**config.mk**
```make
export PLATFORM = sky130hd
export DESIGN_NAME = mdio_cmd_ctrl
export DESIGN_NICKNAME = d
export VERILOG_FILES = /design/src/rtl/mdio_cmd_pkg.sv /design/src/rtl/mdio_cmd_reg.sv /design/src/rtl/mdio_mdc_gen.sv /design/src/rtl/mdio_frame_shift.sv /design/src/rtl/mdio_bus_port.sv /design/src/rtl/mdio_cmd_ctrl.sv
export SDC_FILE = /design/constraint.sdc
export NUM_CORES = 1
export LEC_CHECK = 0
export BUFFER_PORTS_ARGS = -buffer_cell sky130_fd_sc_hd__buf_2
export CAP_MARGIN = 0
export CORE_UTILIZATION = 35
export DETAILED_ROUTE_END_ITERATION = 12
export PLACE_DENSITY = 0.56
export SYNTH_ARGS = -nofsm -noshare
export SYNTH_HDL_FRONTEND = slang
export SYNTH_SLANG_ARGS = --single-unit
```
**constraint.sdc**
```tcl
create_clock -name clk_i -period 6.8 [get_ports clk_i]
set_input_delay 1.7 -clock clk_i [delete_from_list [all_inputs] [get_ports clk_i]]
set_output_delay 1.7 -clock clk_i [all_outputs]
set_load 0.05 [all_outputs]
```
**src/rtl/mdio_cmd_pkg.sv**
```systemverilog
package mdio_cmd_pkg;
  localparam int unsigned CMD_W      = 32;
  localparam int unsigned RD_BIT     = 31;
  localparam int unsigned WR_BIT     = 30;
  localparam int unsigned EXT_BIT    = 26;
  localparam int unsigned ADDR_W     = 5;
  localparam int unsigned PHY_LSB    = 21;
  localparam int unsigned REG_LSB    = 16;
  localparam int unsigned DATA_W     = 16;
  // start + opcode + two addresses + turnaround + data
  localparam int unsigned FIXED_BITS = 4 + 2 * ADDR_W + 2 + DATA_W;
  localparam int unsigned NUM_BUS    = 2;

  typedef enum logic [1:0] {
    OP_WRITE = 2'b01,
    OP_READ  = 2'b10
  } mdio_op_e;

  typedef struct packed {
    logic              rd;
    logic              wr;
    logic              ext;
    logic [ADDR_W-1:0] phy;
    logic [ADDR_W-1:0] regad;
    logic [DATA_W-1:0] wdata;
  } mdio_cmd_t;

  function automatic mdio_cmd_t decode_cmd(input logic [CMD_W-1:0] w);
    mdio_cmd_t c;
    c.rd    = w[RD_BIT];
    c.wr    = w[WR_BIT];
    c.ext   = w[EXT_BIT];
    c.phy   = w[PHY_LSB +: ADDR_W];
    c.regad = w[REG_LSB +: ADDR_W];
    c.wdata = w[DATA_W-1:0];
    return c;
  endfunction
endpackage

```
**src/rtl/mdio_cmd_reg.sv**
```systemverilog
module mdio_cmd_reg
  import mdio_cmd_pkg::*;
(
  input  logic             clk_i,
  input  logic             rst_ni,
  input  logic             we_i,
  input  logic [CMD_W-1:0] wdata_i,
  input  logic             busy_i,
  output logic             start_o,
  output logic             cancel_o,
  output logic             clear_o,
  output mdio_cmd_t        start_cmd_o,
  output mdio_cmd_t        cur_cmd_o
);
  logic [CMD_W-1:0] cmd_q;
  logic             wr_zero;
  logic             armed;

  assign wr_zero     = (wdata_i == '0);
  assign armed       = (cmd_q == '0) && !busy_i;
  assign start_cmd_o = decode_cmd(wdata_i);
  assign cur_cmd_o   = decode_cmd(cmd_q);

  always_ff @(posedge clk_i or negedge rst_ni) begin
    if (!rst_ni) begin
      cmd_q <= '0;
    end else if (we_i) begin
      if (wr_zero)    cmd_q <= '0;
      else if (armed) cmd_q <= wdata_i;
    end
  end

  assign start_o  = we_i && !wr_zero && armed && (start_cmd_o.rd || start_cmd_o.wr);
  assign cancel_o = we_i && wr_zero && busy_i;
  assign clear_o  = we_i && wr_zero;

  a_r3_hold_nonzero: assert property (@(posedge clk_i) disable iff (!rst_ni)
    (we_i && !wr_zero && cmd_q != '0) |=> $stable(cmd_q));
endmodule

```
**src/rtl/mdio_mdc_gen.sv**
```systemverilog
module mdio_mdc_gen #(
  parameter int unsigned HALF_DIV   = 20,
  parameter int unsigned FRAME_BITS = 64,
  localparam int unsigned SLOT_W    = $clog2(FRAME_BITS)
) (
  input  logic              clk_i,
  input  logic              rst_ni,
  input  logic              start_i,
  input  logic              cancel_i,
  output logic              run_o,
  output logic              mdc_o,
  output logic              rise_o,
  output logic              slot_end_o,
  output logic              last_o,
  output logic [SLOT_W-1:0] slot_o
);
  localparam int unsigned DIV_W = $clog2(2 * HALF_DIV);
  localparam logic [DIV_W-1:0]  RISE_AT   = DIV_W'(HALF_DIV - 1);
  localparam logic [DIV_W-1:0]  END_AT    = DIV_W'(2 * HALF_DIV - 1);
  localparam logic [SLOT_W-1:0] LAST_SLOT = SLOT_W'(FRAME_BITS - 1);

  logic              run_q, mdc_q;
  logic [DIV_W-1:0]  div_q;
  logic [SLOT_W-1:0] slot_q;

  always_ff @(posedge clk_i or negedge rst_ni) begin
    if (!rst_ni) begin
      run_q  <= 1'b0;
      mdc_q  <= 1'b0;
      div_q  <= '0;
      slot_q <= '0;
    end else if (start_i) begin
      run_q  <= 1'b1;
      mdc_q  <= 1'b0;
      div_q  <= '0;
      slot_q <= '0;
    end else if (cancel_i) begin
      run_q  <= 1'b0;
      mdc_q  <= 1'b0;
      div_q  <= '0;
      slot_q <= '0;
    end else if (run_q) begin
      if (div_q == END_AT) begin
        div_q <= '0;
        mdc_q <= 1'b0;
        if (slot_q == LAST_SLOT) run_q  <= 1'b0;
        else                     slot_q <= slot_q + 1'b1;
      end else begin
        div_q <= div_q + 1'b1;
        if (div_q == RISE_AT) mdc_q <= 1'b1;
      end
    end
  end

  assign run_o      = run_q;
  assign mdc_o      = mdc_q;
  assign slot_o     = slot_q;
  assign rise_o     = run_q && (div_q == RISE_AT);
  assign slot_end_o = run_q && (div_q == END_AT);
  assign last_o     = slot_end_o && (slot_q == LAST_SLOT);

  a_r6_idle_low: assert property (@(posedge clk_i) disable iff (!rst_ni)
    !run_q |-> !mdc_q);
  a_r6_rise_point: assert property (@(posedge clk_i) disable iff (!rst_ni)
    $rose(mdc_q) |-> ($past(div_q) == RISE_AT));
endmodule

```
**src/rtl/mdio_frame_shift.sv**
```systemverilog
module mdio_frame_shift
  import mdio_cmd_pkg::*;
#(
  parameter int unsigned PRE_LEN     = 32,
  localparam int unsigned FRAME_BITS = PRE_LEN + FIXED_BITS,
  localparam int unsigned SLOT_W     = $clog2(FRAME_BITS)
) (
  input  logic              clk_i,
  input  logic              rst_ni,
  input  logic              start_i,
  input  mdio_cmd_t         start_cmd_i,
  input  logic              cancel_i,
  input  logic              clear_i,
  input  logic              slot_end_i,
  input  logic              last_i,
  input  logic              rise_i,
  input  logic [SLOT_W-1:0] slot_i,
  input  logic              rx_i,
  output logic              tx_o,
  output logic              oe_o,
  output logic [DATA_W-1:0] rdata_o,
  output logic              done_o
);
  localparam int unsigned RELEASE_BITS = DATA_W + 2;
  localparam int unsigned RX_FROM      = FRAME_BITS - DATA_W;

  logic [FRAME_BITS-1:0] tx_sh, oe_sh, frame_w, mask_w;
  logic [DATA_W-1:0]     rx_sh, rdata_q, dat_w;
  logic [1:0]            ta_w;
  mdio_op_e              op_w;
  logic                  rd_q, done_q;

  always_comb begin
    // read wins when both request flags are set
    op_w    = start_cmd_i.rd ? OP_READ : OP_WRITE;
    ta_w    = start_cmd_i.rd ? 2'b11 : 2'b10;
    dat_w   = start_cmd_i.rd ? '1 : start_cmd_i.wdata;
    frame_w = {{PRE_LEN{1'b1}}, 2'b01, op_w, start_cmd_i.phy, start_cmd_i.regad, ta_w, dat_w};
    mask_w  = start_cmd_i.rd ? {{(FRAME_BITS - RELEASE_BITS){1'b1}}, {RELEASE_BITS{1'b0}}} : '1;
  end

  always_ff @(posedge clk_i or negedge rst_ni) begin
    if (!rst_ni) begin
      tx_sh   <= '0;
      oe_sh   <= '0;
      rx_sh   <= '0;
      rdata_q <= '0;
      rd_q    <= 1'b0;
      done_q  <= 1'b0;
    end else if (start_i) begin
      tx_sh  <= frame_w;
      oe_sh  <= mask_w;
      rd_q   <= start_cmd_i.rd;
      done_q <= 1'b0;
    end else if (cancel_i) begin
      tx_sh  <= '0;
      oe_sh  <= '0;
      done_q <= 1'b0;
    end else begin
      if (clear_i) done_q <= 1'b0;
      if (rise_i && slot_i >= SLOT_W'(RX_FROM)) rx_sh <= {rx_sh[DATA_W-2:0], rx_i};
      if (slot_end_i) begin
        if (last_i) begin
          tx_sh  <= '0;
          oe_sh  <= '0;
          done_q <= 1'b1;
          if (rd_q) rdata_q <= rx_sh;
        end else begin
          tx_sh <= {tx_sh[FRAME_BITS-2:0], 1'b0};
          oe_sh <= {oe_sh[FRAME_BITS-2:0], 1'b0};
        end
      end
    end
  end

  assign tx_o    = tx_sh[FRAME_BITS-1];
  assign oe_o    = oe_sh[FRAME_BITS-1];
  assign rdata_o = rdata_q;
  assign done_o  = done_q;

  a_r11_write_keeps_rdata: assert property (@(posedge clk_i) disable iff (!rst_ni)
    (last_i && !rd_q) |=> $stable(rdata_o));
  a_r5_read_release: assert property (@(posedge clk_i) disable iff (!rst_ni)
    (rd_q && slot_i >= SLOT_W'(FRAME_BITS - RELEASE_BITS)) |-> !oe_o);
endmodule

```
**src/rtl/mdio_bus_port.sv**
```systemverilog
module mdio_bus_port #(
  parameter int unsigned SYNC_STAGES = 2
) (
  input  logic clk_i,
  input  logic rst_ni,
  input  logic act_i,
  input  logic mdc_i,
  input  logic tx_i,
  input  logic oe_i,
  output logic mdc_o,
  output logic mdio_o,
  output logic mdio_oe_o,
  input  logic mdio_i,
  output logic rx_o
);
  logic [SYNC_STAGES-1:0] sync_q;

  generate
    if (SYNC_STAGES == 1) begin : g_one
      always_ff @(posedge clk_i or negedge rst_ni) begin
        if (!rst_ni) sync_q <= '1;
        else         sync_q <= mdio_i;
      end
    end else begin : g_chain
      always_ff @(posedge clk_i or negedge rst_ni) begin
        if (!rst_ni) sync_q <= '1;
        else         sync_q <= {sync_q[SYNC_STAGES-2:0], mdio_i};
      end
    end
  endgenerate

  assign rx_o      = sync_q[SYNC_STAGES-1];
  assign mdc_o     = mdc_i && act_i;
  assign mdio_oe_o = oe_i && act_i;
  assign mdio_o    = tx_i && mdio_oe_o;
endmodule

```
**src/rtl/mdio_cmd_ctrl.sv**
```systemverilog
module mdio_cmd_ctrl
  import mdio_cmd_pkg::*;
#(
  parameter int unsigned HALF_DIV    = 20,
  parameter int unsigned PRE_LEN     = 32,
  parameter int unsigned SYNC_STAGES = 2
) (
  input  logic              clk_i,
  input  logic              rst_ni,
  input  logic              cmd_we_i,
  input  logic [CMD_W-1:0]  cmd_wdata_i,
  output logic              busy_o,
  output logic              done_o,
  output logic [DATA_W-1:0] rdata_o,
  output logic              int_mdc_o,
  output logic              int_mdio_o,
  output logic              int_mdio_oe_o,
  input  logic              int_mdio_i,
  output logic              ext_mdc_o,
  output logic              ext_mdio_o,
  output logic              ext_mdio_oe_o,
  input  logic              ext_mdio_i
);
  localparam int unsigned FRAME_BITS = PRE_LEN + FIXED_BITS;
  localparam int unsigned SLOT_W     = $clog2(FRAME_BITS);

  logic              start, cancel, clear;
  logic              run, mdc, rise, slot_end, last, tx, oe, rx_sel;
  logic [SLOT_W-1:0] slot;
  mdio_cmd_t         start_cmd, cur_cmd;
  logic [NUM_BUS-1:0] act, bus_mdc, bus_mdo, bus_oe, bus_mdi, bus_rx;

  mdio_cmd_reg u_cmd (
    .clk_i, .rst_ni,
    .we_i        (cmd_we_i),
    .wdata_i     (cmd_wdata_i),
    .busy_i      (run),
    .start_o     (start),
    .cancel_o    (cancel),
    .clear_o     (clear),
    .start_cmd_o (start_cmd),
    .cur_cmd_o   (cur_cmd)
  );

  mdio_mdc_gen #(.HALF_DIV(HALF_DIV), .FRAME_BITS(FRAME_BITS)) u_mdc (
    .clk_i, .rst_ni,
    .start_i    (start),
    .cancel_i   (cancel),
    .run_o      (run),
    .mdc_o      (mdc),
    .rise_o     (rise),
    .slot_end_o (slot_end),
    .last_o     (last),
    .slot_o     (slot)
  );

  mdio_frame_shift #(.PRE_LEN(PRE_LEN)) u_shift (
    .clk_i, .rst_ni,
    .start_i     (start),
    .start_cmd_i (start_cmd),
    .cancel_i    (cancel),
    .clear_i     (clear),
    .slot_end_i  (slot_end),
    .last_i      (last),
    .rise_i      (rise),
    .slot_i      (slot),
    .rx_i        (rx_sel),
    .tx_o        (tx),
    .oe_o        (oe),
    .rdata_o     (rdata_o),
    .done_o      (done_o)
  );

  assign bus_mdi = {ext_mdio_i, int_mdio_i};

  generate
    for (genvar g = 0; g < NUM_BUS; g++) begin : g_bus
      assign act[g] = run && (cur_cmd.ext == 1'(g));
      mdio_bus_port #(.SYNC_STAGES(SYNC_STAGES)) u_port (
        .clk_i, .rst_ni,
        .act_i     (act[g]),
        .mdc_i     (mdc),
        .tx_i      (tx),
        .oe_i      (oe),
        .mdc_o     (bus_mdc[g]),
        .mdio_o    (bus_mdo[g]),
        .mdio_oe_o (bus_oe[g]),
        .mdio_i    (bus_mdi[g]),
        .rx_o      (bus_rx[g])
      );
    end
  endgenerate

  assign rx_sel        = bus_rx[cur_cmd.ext];
  assign busy_o        = run;
  assign int_mdc_o     = bus_mdc[0];
  assign int_mdio_o    = bus_mdo[0];
  assign int_mdio_oe_o = bus_oe[0];
  assign ext_mdc_o     = bus_mdc[1];
  assign ext_mdio_o    = bus_mdo[1];
  assign ext_mdio_oe_o = bus_oe[1];

  a_r4_cancel_stops: assert property (@(posedge clk_i) disable iff (!rst_ni)
    (cmd_we_i && cmd_wdata_i == '0 && busy_o) |=>
      (!busy_o && !done_o && !int_mdc_o && !ext_mdc_o && !int_mdio_oe_o && !ext_mdio_oe_o));
  a_r9_done_after_frame: assert property (@(posedge clk_i) disable iff (!rst_ni)
    ($fell(busy_o) && !$past(cancel)) |-> done_o);
  a_r12_no_flag_no_start: assert property (@(posedge clk_i) disable iff (!rst_ni)
    (cmd_we_i && cmd_wdata_i != '0 && !cmd_wdata_i[RD_BIT] && !cmd_wdata_i[WR_BIT] && !busy_o)
      |=> !busy_o);
  a_r10_inactive_quiet: assert property (@(posedge clk_i) disable iff (!rst_ni)
    (busy_o && cur_cmd.ext) |-> (!int_mdc_o && !int_mdio_oe_o));
  a_r5_tx_stable_high: assert property (@(posedge clk_i) disable iff (!rst_ni)
    (mdc && $past(mdc)) |-> $stable(tx));
endmodule

```
==> results.yml, run 1 <==
outcome:
  status: "finished with violations"
  violations: "design-rule violations"
cts:
  clk_pin_slew_ns: 0.05
  root_buffer: "clkbuf_16"
  clock_latency_ns: 0.51
  clock_path_buffers: 3
  h-tree-depth: 1
  numCtsBuffers: 24
  clock_sinks: 212
  cts_resized: 0
  ctsHoldBuffers: 0
  cts_tree: "yes"
  postCtsSetupBuffers: 0
global_route:
  grt_usage_pct: 15.23
  grt_antenna_before_repair: 0
  grt_max_degree: 187
  overflow: 0
  grt_pass1_wl_um: 35330
  grt_pass1_vias: 6480
logic_synthesis:
  synth_most_common_cell: "nand3_1"
  avgSynthCellArea_sq_um: 10.69
  synth_edf_count: 0
  synth_warnings: 0
  syn-instance-count: 882
  async_flop_share_pct: 100.0
  synth-main-ff-cell: "dfrtp_1"
  yosys_register_bits: 212
  synth_area_leaders: "dfrtp_1 (55%), nand3_1 (15%), a2bb2oi_1 (3.2%)"
  ys_top_cells_by_count: "nand3_1 (275), dfrtp_1 (208), clkbuf_1 (62)"
  yosysUniqueCellTypes: 44
  ys_seq_area_share_pct: 56.31
  synth_top_area_share_pct: 55.19
  synth_nets: 921
  yosysTopAreaCell: "dfrtp_1"
  synth_area_sq_um: 9430
power_and_ir_drop:
  p_per_area_nw_per_um2: 264.8
  pwr-share-seq_pct: 49.7
  leakagePower_nw: 5.032
  pwr-share-comb_pct: 6.2
  p_clk_share_pct: 44.2
  p_int_mw: 2.170
  vdd_ir_drop_max_mv: 0.1647
  switching_share_pct: 22.82
  power.total_mw: 2.812
  power_switching_uw: 641.7
place:
  dpl_worst_slack_ns: 2.108
  place.gp.congestion: 0.8617
  dp_cells: 1193
  dpl.hpwl_um: 11950
  numPortBuffers: 60
layout:
  finalNonFillerCells: 1233
  drive_gt1_share_pct: 16.70
  fillers: 2549
  antennaDiodeCount: 0
  nets: 923
  fin_util_pct: 40.41
  area_delta_synth_final_pct: 12.60
worst_setup_path:
  crit_chain: "buf_2 -> nor4_1 -> and4_1 -> nand4_1 -> buf_12 -> nor3b_2 -> mux2_2"
  r2r_slack_ns: 3.49
  r2r-start: "u_mdc.run_o"
  r2r-end: "u_shift.rx_sh[7]"
  cp_max_fo: 186
  crit_arrival_ns: 4.53
  crit_path_end_kind: "register"
  worstPathRequired_ns: 7.18
  critPathTopFamily: "simple AND/OR/NAND/NOR gates"
  rr_worst_depth: 5
  cp-start-kind: "primary input"
  path_class: "in2reg"
  max_stage_delay_ns: 1.02
  slowest_stage: "nor3b_2"
  cp_num_buf_inv: 2
die:
  die_w_um: 166.1
  die_h_um: 166.1
  initial_core_util_pct: 35.88
  rows: 59
  io_pins: 61
  core_sq_um: 26280
  dieArea_sq_um: 27600
sta:
  setup_violations: 0
  timing.slew.headroom_pct: 16.28
  rsz0062_at_grt: "no"
  worst_pin_slew_ns: 1.254
  setup_slack_ns: 2.651
  clock_skew_ns: 0.01050
  slew_violations: 0
  fin_crit_ns: 4.149
  fin_setup_tns_ns: 0
  final_hold_viol_count: 0
  clock.fmax_ghz: 0.2410
  fin_crit_sh_pct: 61.01
job:
  cap_violations: 0
drt:
  drtAntennaViolNets: 0
  drt_iter0_markers: 761
  drc: 4
  via_per_inst: 5.674
  drt_wl_total_um: 21030
  drtPass1Iterations: 9
  wl_per_cell_um: 17.06
  vias: 6996
worst_hold_path:
  hold_end: "g_bus[0].u_port.sync_q[1]"
  min_path_cells: 0
  hold_path.class: "reg2reg"
  min_from: "g_bus[0].u_port.sync_q[0]"
==> flip-flops by register name (all words and copies together), names as in the netlist <==
signal	count
u_shift.rd_q	1
g_bus.u_port.sync_q	4
u_mdc.mdc_o	1
u_shift.rdata_o	16
u_cmd.cmd_q	32
u_shift.done_o	1
u_shift.oe_sh	64
u_shift.rx_sh	16
u_mdc.slot_o	6
u_shift.tx_sh	64
u_mdc.div_q	6
u_mdc.run_o	1
==> how the worst max path moves through the flow <==
| stage | end | start | slack, ns | depth (start not counted) |
|---|---|---|---|---|
| final | u_shift.rx_sh[7] | cmd_wdata_i[31] | 2.65 | 7 |
| after global routing | u_shift.rx_sh[6] | cmd_wdata_i[31] | 2.35 | 7 |
| after CTS | u_shift.rx_sh[7] | cmd_wdata_i[31] | 2.62 | 7 |
| after detailed placement | u_shift.rx_sh[7] | cmd_wdata_i[31] | 2.11 | 7 |
| after global placement | u_shift.rx_sh[13] | cmd_wdata_i[31] | 2.16 | 7 |
| after floorplan | int_mdc_o | u_mdc.run_o | 2.98 | 3 |
==> final cells by class <==
cell class                 instances  area [sq um]  share of cell area, %
sequential                       212          5310                  50.01
multi-input combinational        569          3695                  34.79
clock buffer                      38         754.5                  7.105
tap                              335         419.2                  3.947
timing repair buffer              71         405.4                  3.818
inverter                           6         22.52                 0.2121
clock inverter                     2         12.51                 0.1178
==> routing by layer <==
layer  GRT usage [%]  part of all wire (%)
met3           2.359                   4.4
met4           3.982                   1.6
met1           23.66                    49
met5               0                     0
met2           21.79                    45
==> per-stage QoR <==
stage	area, sq um	hold slack, ns
6_report	10620	0.3543
5_1_grt	10620	0.3591
4_1_cts	10620	0.3558
3_5_place_dp	9852	0.3476
3_3_place_gp	9852	0.3461
2_1_floorplan	9430	0.3452
==> cells by family (layout without fill, tap and decap cells) <==
kind of cell | count (synthesis) | in the layout | share of synthesized area (%)
AO/OA/AOI/OAI | 150 | 150 | 12.58
XOR/XNOR | 7 | 7 | 0.6501
adder cells (fa/ha/maj) | 2 | 2 | 0.2653
buffers and inverters | 101 | 117 | 4.564
flip-flops | 212 | 212 | 56.31
multiplexers | 34 | 34 | 4.445
AND/OR/NAND/NOR | 376 | 376 | 21.19
==> layout by cell type, fill, tap and decap left out, drive strengths merged, types with 6 or more instances in the layout <==
cell       n
dfrtp    208
a22o      32
nor2      25
inv        6
nor4      23
and4       7
nand4     10
mux2      33
a31oi     11
a2bb2oi   34
a21oi     16
nand2     11
buf       71
clkbuf    38
o2111ai   34
nand3    275
a21o      15
==> power by group through the flow <==
stage          clock, mW  sequential (mW)  combinational, mW
6_report            1.24             1.40              0.174
5_1_grt             1.33             1.41              0.198
4_1_cts             1.28             1.40              0.178
3_5_place_dp           0             1.42              0.177
3_3_place_gp           0             1.42              0.173
2_1_floorplan          0             1.40              0.111
No activity file was read; power rests on OpenSTA's default activity.
==> run 2: changes to the inputs <==
PLACE_DENSITY = 0.58   (was 0.56)
clock period = 3.5 ns   (was 6.8 ns; I/O delays follow)
==> run 2 against run 1 <==
Effect of this change: the run still ends with design-rule violations left; total power is 96% higher; via count is 0.59% higher; critical path type is now reg2out; largest cell class unchanged; core utilization is 0.57 points higher; largest power group unchanged; highest routed layer unchanged.
==> results.yml, run 2 (synthesis results as in run 1) <==
power_and_ir_drop:
  switching_share_pct: 22.58
  power.total_mw: 5.523
  pwr-share-seq_pct: 49.1
  power_switching_mw: 1.247
  p_clk_share_pct: 44.7
  leakagePower_nw: 5.110
  p_int_mw: 4.276
  p_per_area_nw_per_um2: 513.0
  vdd_ir_drop_max_mv: 0.3283
  pwr-share-comb_pct: 6.2
cts:
  root_buffer: "clkbuf_16"
  clock_latency_ns: 0.51
  cts_tree: "yes"
  clock_sinks: 212
  numCtsBuffers: 23
  ctsHoldBuffers: 0
  clock_path_buffers: 3
  h-tree-depth: 1
  cts_resized: 0
  postCtsSetupBuffers: 0
  clk_pin_slew_ns: 0.06
sta:
  slew_violations: 0
  clock.fmax_ghz: 0.3460
  clock_skew_ns: 0.01139
  timing.slew.headroom_pct: 18.28
  setup_slack_ns: 0.6099
  hold_slack_ns: 0.3543
  fin_setup_tns_ns: 0
  final_hold_viol_count: 0
  worst_pin_slew_ns: 1.225
  fin_crit_ns: 2.890
  fin_crit_sh_pct: 82.58
  rsz0062_at_grt: "no"
  setup_violations: 0
global_route:
  grt_pass1_wl_um: 35560
  grt_max_degree: 185
  grt_usage_pct: 15.30
  grt_antenna_before_repair: 0
  overflow: 0
  grt_pass1_vias: 6615
drt:
  drt_wl_total_um: 20920
  drt_iter0_markers: 719
  drc: 8
  drtPass1Iterations: 9
  via_per_inst: 5.657
  drtAntennaViolNets: 0
  vias: 7037
  wl_per_cell_um: 16.82
place:
  dpl_worst_slack_ns: 0.5326
  place.gp.congestion: 0.8252
  numPortBuffers: 60
  dpl.hpwl_um: 12130
worst_hold_path:
  hold_path.class: "reg2reg"
layout:
  drive_gt1_share_pct: 17.38
  nets: 932
  fin_util_pct: 40.97
  antennaDiodeCount: 0
  reg_top3: "u_shift.oe_sh: 64 flops, u_shift.tx_sh: 64 flops, u_cmd.cmd_q: 32 flops"
  layout_commonest_cell: "nand3_1"
  area_delta_synth_final_pct: 14.18
  final_cell_mix: "nand3_1 (275), dfrtp_1 (208), buf_2 (59)"
outcome:
  violations: "design-rule violations"
  status: "finished with violations"
die:
  dieArea_sq_um: 27600
  rows: 59
  initial_core_util_pct: 35.88
  core_sq_um: 26280
  die_h_um: 166.1
  io_pins: 61
  die_w_um: 166.1
worst_setup_path:
  path_class: "reg2out"
  crit_path_end_kind: "output pin"
  worstPathRequired_ns: 2.62
  cp-start-kind: "register"
  cp_max_fo: 17
  crit_arrival_ns: 2.02
job:
  cap_violations: 0
[run 2: cell count changes in the layout (fill, tap and decap cells not counted), sizes merged]
cell and change:
bufinv +3, clkbuf -2, clkinv +1, buf +9
[run 2: worst paths after layout]
check,start,to,slack [ns],cells after the start
max in group asynchronous,rst_ni,u_shift.tx_sh[8],2.31,2
setup / recovery,u_mdc.run_o,int_mdio_oe_o,0.61,3
hold / removal,g_bus[1].u_port.sync_q[0],g_bus[1].u_port.sync_q[1],0.35,0
min in group asynchronous,rst_ni,u_shift.tx_sh[2],0.37,1
setup reg to reg,u_mdc.run_o,u_cmd.cmd_q[24],0.88,5
hold reg to reg,g_bus[1].u_port.sync_q[0],g_bus[1].u_port.sync_q[1],0.35,0
[run 2: area by class of cell]
class,instances,area (sq um)
Clock buffer,35,660.6
Clock inverter,6,107.6
Fill cell,2510,15510
Inverter,6,22.52
Multi-Input combinational cell,569,3694
Sequential cell,212,5310
Tap cell,335,419.2
Timing Repair Buffer,81,554.3
[run 2: per-stage QoR]
stage / cell area (sq um) / std cells
finish: 10770 / 1244
global route: 10770 / 1244
CTS: 10770 / 1244
detailed placement: 10000 / 1203
global placement: 10000 / 1203
floorplan: 9430 / 882
[run 2: power groups by stage]
stage          Combinational (mW)  Sequential [mW]  Clock, mW
3_5_place_dp                0.347             2.75          0
4_1_cts                     0.348             2.71       2.54
2_1_floorplan               0.216             2.73          0
6_report                    0.340             2.71       2.47
3_3_place_gp                0.339             2.75          0
5_1_grt                     0.389             2.74       2.65
[run 2: layer usage]
layer / vias up / GRT usage (%) / wire (um)
met5: - / 0 / 0
met4: 0 / 4.023 / 331
met3: 28 / 2.622 / 953
met2: 135 / 22.80 / 9498
met1: 3529 / 22.85 / 10140
li1: 3345 / - / -
[run 2: worst max-delay path, stage by stage (launching register included)]
cell     delay (ns)
dfrtp_1        0.68
inv_1          0.29
nor3b_1        0.23
buf_2          0.29
